File: src/rtl/stk_pkg.sv
package stk_pkg;

    localparam int BYTE_W = 8;

    typedef enum logic [3:0] {
        OP_NONE  = 4'd0,
        OP_PUSH  = 4'd1,
        OP_PULL  = 4'd2,
        OP_LOADX = 4'd3,
        OP_INIT  = 4'd4,
        OP_CALL  = 4'd5,
        OP_RET   = 4'd6,
        OP_IRQ   = 4'd7,
        OP_RTI   = 4'd8
    } op_e;

    typedef enum logic [1:0] {
        UK_NONE,
        UK_PUSH,
        UK_PULL,
        UK_LOAD
    } ukind_e;

    typedef enum logic [1:0] {
        TG_BYTE,
        TG_PCL,
        TG_PCH
    } tag_e;

    typedef enum logic [2:0] {
        SQ_IDLE,
        SQ_CALL_LO,
        SQ_IRQ_LO,
        SQ_IRQ_ST,
        SQ_RET_HI,
        SQ_RTI_LO,
        SQ_RTI_HI
    } seq_e;

    typedef struct packed {
        ukind_e             kind;
        logic [BYTE_W-1:0]  val;
        tag_e               tag;
    } uop_t;

    function automatic logic [BYTE_W-1:0] stacked_status(
        input logic [BYTE_W-1:0] st,
        input logic              brk,
        input int                pos
    );
        logic [BYTE_W-1:0] r;
        r      = st;
        r[pos] = brk;
        return r;
    endfunction

endpackage

File: src/rtl/stk_seq.sv
module stk_seq
    import stk_pkg::*;
#(
    parameter logic [BYTE_W-1:0] INIT_SP = 8'hFF,
    parameter int                BRK_BIT = 4
) (
    input  logic                clk,
    input  logic                rst,
    input  op_e                 op,
    input  logic [BYTE_W-1:0]   push_data,
    input  logic [BYTE_W-1:0]   x_val,
    input  logic [2*BYTE_W-1:0] pc_in,
    input  logic [BYTE_W-1:0]   status_in,
    input  logic                is_break,
    output uop_t                uop,
    output logic                busy
);
    seq_e                state, nxt;
    logic [2*BYTE_W-1:0] pc_q;
    logic [BYTE_W-1:0]   st_q;
    logic                brk_q;

    always_comb begin
        uop = '{kind: UK_NONE, val: '0, tag: TG_BYTE};
        nxt = state;
        case (state)
            SQ_IDLE: begin
                case (op)
                    OP_PUSH:  uop = '{kind: UK_PUSH, val: push_data, tag: TG_BYTE};
                    OP_PULL:  uop = '{kind: UK_PULL, val: '0, tag: TG_BYTE};
                    OP_LOADX: uop = '{kind: UK_LOAD, val: x_val, tag: TG_BYTE};
                    OP_INIT:  uop = '{kind: UK_LOAD, val: INIT_SP, tag: TG_BYTE};
                    OP_CALL: begin
                        uop = '{kind: UK_PUSH, val: pc_in[2*BYTE_W-1:BYTE_W], tag: TG_BYTE};
                        nxt = SQ_CALL_LO;
                    end
                    OP_IRQ: begin
                        uop = '{kind: UK_PUSH, val: pc_in[2*BYTE_W-1:BYTE_W], tag: TG_BYTE};
                        nxt = SQ_IRQ_LO;
                    end
                    OP_RET: begin
                        uop = '{kind: UK_PULL, val: '0, tag: TG_PCL};
                        nxt = SQ_RET_HI;
                    end
                    OP_RTI: begin
                        uop = '{kind: UK_PULL, val: '0, tag: TG_BYTE};
                        nxt = SQ_RTI_LO;
                    end
                    default: ;
                endcase
            end
            SQ_CALL_LO: begin
                uop = '{kind: UK_PUSH, val: pc_q[BYTE_W-1:0], tag: TG_BYTE};
                nxt = SQ_IDLE;
            end
            SQ_IRQ_LO: begin
                uop = '{kind: UK_PUSH, val: pc_q[BYTE_W-1:0], tag: TG_BYTE};
                nxt = SQ_IRQ_ST;
            end
            SQ_IRQ_ST: begin
                uop = '{kind: UK_PUSH, val: stacked_status(st_q, brk_q, BRK_BIT), tag: TG_BYTE};
                nxt = SQ_IDLE;
            end
            SQ_RET_HI, SQ_RTI_HI: begin
                uop = '{kind: UK_PULL, val: '0, tag: TG_PCH};
                nxt = SQ_IDLE;
            end
            SQ_RTI_LO: begin
                uop = '{kind: UK_PULL, val: '0, tag: TG_PCL};
                nxt = SQ_RTI_HI;
            end
            default: nxt = SQ_IDLE;
        endcase
    end

    always_ff @(posedge clk) begin
        if (rst) begin
            state <= SQ_IDLE;
            pc_q  <= '0;
            st_q  <= '0;
            brk_q <= 1'b0;
        end else begin
            state <= nxt;
            if (state == SQ_IDLE) begin
                pc_q  <= pc_in;
                st_q  <= status_in;
                brk_q <= is_break;
            end
        end
    end

    assign busy = (state != SQ_IDLE);
endmodule

File: src/rtl/stk_ptr.sv
module stk_ptr
    import stk_pkg::*;
#(
    parameter logic [BYTE_W-1:0] PAGE_HI = 8'h01,
    parameter logic [BYTE_W-1:0] INIT_SP = 8'hFF
) (
    input  logic                clk,
    input  logic                rst,
    input  ukind_e              kind,
    input  logic [BYTE_W-1:0]   load_val,
    output logic [BYTE_W-1:0]   sp,
    output logic [2*BYTE_W-1:0] addr
);
    logic [BYTE_W-1:0] sp_up;

    assign sp_up = sp + 1'b1;
    assign addr  = {PAGE_HI, (kind == UK_PULL) ? sp_up : sp};

    always_ff @(posedge clk) begin
        if (rst) begin
            sp <= INIT_SP;
        end else begin
            case (kind)
                UK_PUSH: sp <= sp - 1'b1;
                UK_PULL: sp <= sp_up;
                UK_LOAD: sp <= load_val;
                default: ;
            endcase
        end
    end
endmodule

File: src/rtl/stk_ret.sv
module stk_ret
    import stk_pkg::*;
(
    input  logic                clk,
    input  logic                rst,
    input  logic                rd,
    input  tag_e                tag,
    input  logic [BYTE_W-1:0]   rdata,
    output logic                pull_valid,
    output logic [BYTE_W-1:0]   pull_data,
    output logic [2*BYTE_W-1:0] pc_out,
    output logic                pc_valid
);
    logic [BYTE_W-1:0] lo_q;

    always_ff @(posedge clk) begin
        if (rst) begin
            pull_valid <= 1'b0;
            pull_data  <= '0;
            pc_out     <= '0;
            pc_valid   <= 1'b0;
            lo_q       <= '0;
        end else begin
            pull_valid <= rd && (tag == TG_BYTE);
            pc_valid   <= rd && (tag == TG_PCH);
            if (rd) begin
                case (tag)
                    TG_BYTE: pull_data <= rdata;
                    TG_PCL:  lo_q      <= rdata;
                    TG_PCH:  pc_out    <= {rdata, lo_q};
                    default: ;
                endcase
            end
        end
    end
endmodule

File: src/rtl/stack_unit.sv
module stack_unit
    import stk_pkg::*;
#(
    parameter logic [7:0] PAGE_HI = 8'h01,
    parameter logic [7:0] INIT_SP = 8'hFF,
    parameter int         BRK_BIT = 4
) (
    input  logic        clk,
    input  logic        rst,
    input  logic [3:0]  req_op,
    input  logic [7:0]  push_data,
    input  logic [7:0]  x_val,
    input  logic [15:0] pc_in,
    input  logic [7:0]  status_in,
    input  logic        is_break,
    input  logic [7:0]  mem_rdata,
    output logic        busy,
    output logic [15:0] mem_addr,
    output logic [7:0]  mem_wdata,
    output logic        mem_we,
    output logic        mem_re,
    output logic        pull_valid,
    output logic [7:0]  pull_data,
    output logic [15:0] pc_out,
    output logic        pc_valid,
    output logic [7:0]  sp_out
);
    uop_t uop;

    stk_seq #(.INIT_SP(INIT_SP), .BRK_BIT(BRK_BIT)) u_seq (
        .clk       (clk),
        .rst       (rst),
        .op        (op_e'(req_op)),
        .push_data (push_data),
        .x_val     (x_val),
        .pc_in     (pc_in),
        .status_in (status_in),
        .is_break  (is_break),
        .uop       (uop),
        .busy      (busy)
    );

    stk_ptr #(.PAGE_HI(PAGE_HI), .INIT_SP(INIT_SP)) u_ptr (
        .clk      (clk),
        .rst      (rst),
        .kind     (uop.kind),
        .load_val (uop.val),
        .sp       (sp_out),
        .addr     (mem_addr)
    );

    assign mem_we    = (uop.kind == UK_PUSH);
    assign mem_re    = (uop.kind == UK_PULL);
    assign mem_wdata = uop.val;

    stk_ret u_ret (
        .clk        (clk),
        .rst        (rst),
        .rd         (mem_re),
        .tag        (uop.tag),
        .rdata      (mem_rdata),
        .pull_valid (pull_valid),
        .pull_data  (pull_data),
        .pc_out     (pc_out),
        .pc_valid   (pc_valid)
    );
endmodule

File: config.mk
export PLATFORM = sky130hd
export DESIGN_NAME = stack_unit
export DESIGN_NICKNAME = d
export VERILOG_FILES = /design/src/rtl/stk_pkg.sv /design/src/rtl/stk_seq.sv /design/src/rtl/stk_ptr.sv /design/src/rtl/stk_ret.sv /design/src/rtl/stack_unit.sv
export SDC_FILE = /design/constraint.sdc
export NUM_CORES = 1
export LEC_CHECK = 0
export ABC_AREA = 1
export BUFFER_PORTS_ARGS = -buffer_cell sky130_fd_sc_hd__buf_4
export CAP_MARGIN = 20
export CORE_MARGIN = 2
export CORE_UTILIZATION = 35
export DETAILED_ROUTE_END_ITERATION = 12
export PLACE_DENSITY_LB_ADDON = 0.08
export SLEW_MARGIN = 10
export SYNTH_ARGS = -nofsm -noshare
export SYNTH_HDL_FRONTEND = slang
export SYNTH_SLANG_ARGS = --single-unit
File: constraint.sdc
create_clock -name clk -period 4.1 [get_ports clk]
set_input_delay 0.205 -clock clk [delete_from_list [all_inputs] [get_ports clk]]
set_output_delay 0.205 -clock clk [all_outputs]
set_load 0.02 [all_outputs]
After elaboration in Yosys (flattened, before gate mapping)
Index checks and enable logic that the tools add are counted.
{"block": "totals", "register_bits": 62, "input_bits": 55, "out_inout_bits": 61, "word_cells": 51}
{"block": "op_classes", "addsub": 2, "n_eq_ne": 20, "muxes": 6, "n_reduce_logical": 13}
{"cell": "$pmux 12 s6", "n": 1}
{"cell": "$pmux 12 s5", "n": 1}
{"cell": "$pmux 8 s3", "n": 1}
{"cell": "$eq 4x3->1 const B", "n": 4}
{"cell": "$pmux 3 s4", "n": 1}
{"cell": "$eq 3x3->1 const B", "n": 3}
{"cell": "$pmux 3 s3", "n": 1}
{"cell": "$add 8x1->8 const B", "n": 1}
{"cell": "$eq 4x2->1 const B", "n": 2}
{"cell": "$mux 8", "n": 1}
{"cell": "$reduce_or 2->1", "n": 4}
{"cell": "$sub 8x1->8 const B", "n": 1}
{"cell": "$eq 2x2->1 const B", "n": 3}
{"cell": "$eq 3x2->1 const B", "n": 2}
{"cell": "$reduce_and 2->1", "n": 3}
{"cell": "$reduce_bool 3->1", "n": 2}
{"cell": "$ne 5x5->1 const B", "n": 1}
{"cell": "$eq 2x1->1 const B", "n": 2}
{"cell": "$eq 4x1->1 const B", "n": 1}
{"cell": "$eq 4x4->1 const B", "n": 1}
{"cell": "$eq 3x1->1 const B", "n": 1}
{"cell": "$logic_not 3->1", "n": 1}
{"cell": "$logic_and 1x1->1", "n": 2}
{"cell": "$logic_not 2->1", "n": 1}

Depth between registers and ports, before layout
{"block": "logic_depth", "word_depth": 6, "depth_mapped": 15, "depth_no_buf": 14}

By module
A second synthesis with hierarchy kept.
{"block": "hier_totals", "hier_cells": 562, "hier_area_um2": 3632.2}
{"mod": "stk_ret", "instances": 1, "cells_per_inst": 213, "area_per_inst_um2": 1470.2, "seq_area_each_um2": 680.7}
{"mod": "stk_seq", "instances": 1, "cells_per_inst": 207, "area_per_inst_um2": 1295.0, "seq_area_each_um2": 380.4}
{"mod": "stk_ptr", "instances": 1, "cells_per_inst": 138, "area_per_inst_um2": 852.1, "seq_area_each_um2": 160.2}
{"mod": "stack_unit", "instances": 1, "cells_per_inst": 4, "area_per_inst_um2": 15.0, "seq_area_each_um2": 0.0}

Least setup slack after synthesis
No wires, ideal clock.
{"block": "synth_path", "path_kind": "in2out", "from": "input port req_op[2]", "to": "output port mem_addr[1]", "arrival_time_ps": 1655, "path_slack_ps": 2240, "path_stages": 10, "path_buffers": 2, "cell_sequence": "buf_4 > inv_2 > nor2_1 > nand2_2 > nand3_2 > nand2_4 > buf_6 > nand2_1 > inv_1 > o21ai_0"}
{"block": "synth_via", "elab_chain_cells": 6, "elab_cells_between_ends": 14, "classes_between": "eq/ne: 9; mux: 3; reduce/logical: 2"}
{"element": "from (decl)", "line": "stack_unit.sv:10", "text": "input logic [3:0] req_op,"}
{"element": "$eq 4x2->1, or another cell as far along", "line": "stk_seq.sv:28", "text": "case (op)"}
{"element": "$reduce_or 2->1 (no source line)"}
{"element": "$pmux 12 s6 (*)", "line": "stk_seq.sv:28"}
{"element": "$pmux 12 s5 (*)", "line": "stk_seq.sv:26", "text": "case (state)"}
{"element": "$eq 2x2->1 (*)"}
{"element": "via mem_re", "line": "stack_unit.sv:21", "text": "output logic mem_re,"}
{"element": "$mux 8 (*)", "line": "stk_ptr.sv:17", "text": "assign addr = {PAGE_HI, (kind == UK_PULL) ? sp_up : sp};"}
{"element": "to (decl)", "line": "stack_unit.sv:18", "text": "output logic [15:0] mem_addr,"}
Mark *: on every way through the listed nets, which the timed path passes. The rest lies on a longest branch.

Worst setup path after layout
{"block": "layout_path", "from": "register u_seq.state[0]", "to": "output port mem_addr[0]"}
{"block": "layout_via", "elab_chain_cells": 5, "elab_cells_between_ends": 12, "classes_between": "eq/ne: 7; mux: 2; reduce/logical: 3"}
{"element": "from (decl)", "line": "stk_seq.sv:18", "text": "seq_e state, nxt;"}
{"element": "from (signal assigned)", "line": "stk_seq.sv:83", "text": "state <= nxt;"}
{"element": "$eq 3x3->1, or another cell as far along", "line": "stk_seq.sv:26"}
{"element": "$reduce_or 2->1, on equally long branches"}
{"element": "$pmux 12 s5 (*)", "line": "stk_seq.sv:26"}
{"element": "$eq 2x2->1 (*)", "line": "stk_ptr.sv:17"}
{"element": "$mux 8 (*)", "line": "stk_ptr.sv:17"}
Mark *: on every way between the ends. The rest lies on a longest branch, timed or not.

==> reports/results.ini <==
[sta]
final_hold_viol_count=0
rsz0062_at_grt=false
fin_tns_setup_ns=0
worst_pin_slew_ns=0.798
period_share_pct=65.0
fmax_mhz=375
setup_ws_ns=1.43
setup_viol_count_final=0
fin_crit_ns=2.67
whs_ns=0.0726
slew_headroom_pct=46.7
fin_skew_ns=0.00842
slew_viol_final=0

[drt]
drt_first_pass_iters=4
drc_errors=0
wl_per_cell_um=12.6
wl_um=9340
via_count=3458
ant_nets=0
drt_iter0_markers=191
drt-vias-per-instance=4.67

[power]
ir_drop_mv=0.169
leakagePower_nw=2.18
power.density_nw_per_um2=421

[floorplanning]
fp.dieH_um=102
boundaryPins=116
fp.dieW_um=102
die-area_um2=10300
core_area_um2=9240
initial_core_util_pct=36.1
std_cell_rows=35

[placement]
place_area_um2=4160
io_buffers=106
place.gp.congestion=0.856
place_ws_ns=1.79
place_inst=725
post-dp-hpwl_um=7030

[setup_path]
regToRegEndpoint=u_ptr.sp[0]$_SDFFE_PP1P_
crit_type=flop to output port
reg2reg_from=u_seq.state[0]$_SDFFE_PP0P_
cp-start-kind=flop
critPathRequiredTime_ns=3.89
rrSetupSlack_ns=1.97
crit_fanout=18
setup.worst_path.start=u_seq.state[0]$_SDFFE_PP0P_
cp.arrival_ns=2.46
endpoint_kind=output port
reg2reg_depth=12

[status]
status=finished clean

[clock_tree]
ctsRootBufferMaster=clkbuf_8
cts.reportedPaths.clkPinSlew_ns=0.07
cts_htree_levels=3
insertion_delay_ns=0.34
cts.hold.buffers_added=0
cts_tree=yes
cts_buffers=9
clock_sinks=61
cts_max_path_buffers=2
cts_setup_buffers=0
ctsResizeCount=0

[cells_and_area]
num-fill-cells=988
area.sequential_um2=1220
finalNetCount=665
finalNonFillerCells=741
areaGrowthSynthToFinish_pct=29.7
diodes=0
fin_area_um2=4330
multi_input_area_um2=1720
drive_above_1_share_pct=24.7

[global_routing]
antenna_found_initial=0
track_usage_pct=18.3
grt_pass1_wl_um=15000
grt_max_degree=33
overflow=0
first_global_vias=3087

[logic_synthesis]
synthDistinctLibCells=29
synth_top_area_share_pct=36.6
ys_ff_latch=61
syn_area_per_cell_um2=6.55
yosysTopAreaCell=dfxtp_1
yosysMostFrequentCell=nor2_1
synthFlopType=dfxtp_1
synth_common_cells=nor2_1, nand2_1, dfxtp_1, o21ai_0, inv_1
synth-edff-count=0
synth_seq_area_share_pct=36.6
syn-cell-area_um2=3340
ys_warn_count=0
ys_async_sr_fraction_pct=0
syn_inst=510
netlist_top_cells_area=dfxtp_1, nor2_1, nand2_1

[worst_hold_path]
holdCritPathClass=input port to flop
min_to=u_ret.pull_valid$_SDFF_PP0_
holdPathStages=2
hold_path.startpoint=rst

[job]
max-cap-violations=0

final cells by class:
cell class	instances	area share, %
clock inverters	7	1.13
inverters	66	5.72
multi-input cells	362	39.8
clock buffers	9	2.86
flip-flops and latches	61	28.2
well taps	129	3.73
repair buffers	107	18.6
state kept, by name, indices dropped and copies added, names as in the netlist:
signal / count
u_ret.lo_q: 8
u_ptr.sp: 8
u_ret.pc_valid: 1
u_seq.pc_q: 8
u_ret.pull_data: 8
u_seq.brk_q: 1
u_ret.pc_out: 16
u_ret.pull_valid: 1
u_seq.st_q: 7
u_seq.state: 3
worst max-delay path, stage by stage (launching register included):
cell and delay, ns:
dfxtp_1 0.41, inv_2 0.08, nand2_2 0.25, inv_2 0.23, nor2_4 0.27, nand2_4 0.16, nand2_1 0.09, inv_1 0.12
ha_1 0.33, inv_1 0.06, buf_4 0.13
routing by layer:
metal | share of wire (%) | track usage, %
met5 | 0 | 0
met1 | 47 | 24.7
met3 | 5.2 | 3.86
met2 | 45 | 27.9
met4 | 2.2 | 8.32
how the worst max path moves through the flow:
stage / depth (start not counted) / end / slack [ns]
after detailed placement: 10 / mem_addr[0] / 1.79
after floorplan: 10 / mem_addr[1] / 2.24
after global placement: 10 / mem_addr[0] / 1.84
final: 10 / mem_addr[0] / 1.43
after global routing: 10 / mem_addr[0] / 1.21
after CTS: 10 / mem_addr[0] / 1.41
stage by stage:
| stage | total power, W | utilization (%) |
|---|---|---|
| final | 0.00182 | 46.9 |
| after global placement | 0.00135 | 45.0 |
| after global routing | 0.00195 | 46.9 |
| after floorplan | 0.00114 | - |
| after CTS | 0.00184 | 46.9 |
| after detailed placement | 0.00136 | 45.0 |
power by group:
group          internal [W]  leakage, nW  switching, W
combinational      0.000244         1.59      0.000405
clock              0.000221       0.0898      0.000257
sequential         0.000655        0.501     0.0000425
total               0.00112         2.18      0.000704
cell families after synthesis:
kind of cell,count (synthesis),synth area share [%]
xor+xnor,6,1.57
fa+ha+maj,3,1.12
simple gates,254,33.9
other cells,2,0.225
buf+inv,93,12.5
flops,61,36.6
compound gates,91,14.1
cells in the final DEF (no fill, tap or decap), types with 2 or more instances in the layout:
cell / count
a21oi_1: 16
nand2_1: 89
xor2_1: 6
nand2_2: 6
clkinv_2: 3
inv_1: 57
o21ai_0: 58
dfxtp_1: 61
a211oi_1: 2
nor2_1: 91
ha_1: 3
nor2_4: 2
conb_1: 8
nand3_1: 38
inv_6: 2
o22ai_1: 7
clkbuf_8: 9
inv_2: 9
o21ai_1: 7
nor2_2: 6
buf_4: 107
nand2_4: 3
nand4_1: 15
(Power assumes the default switching activity.)
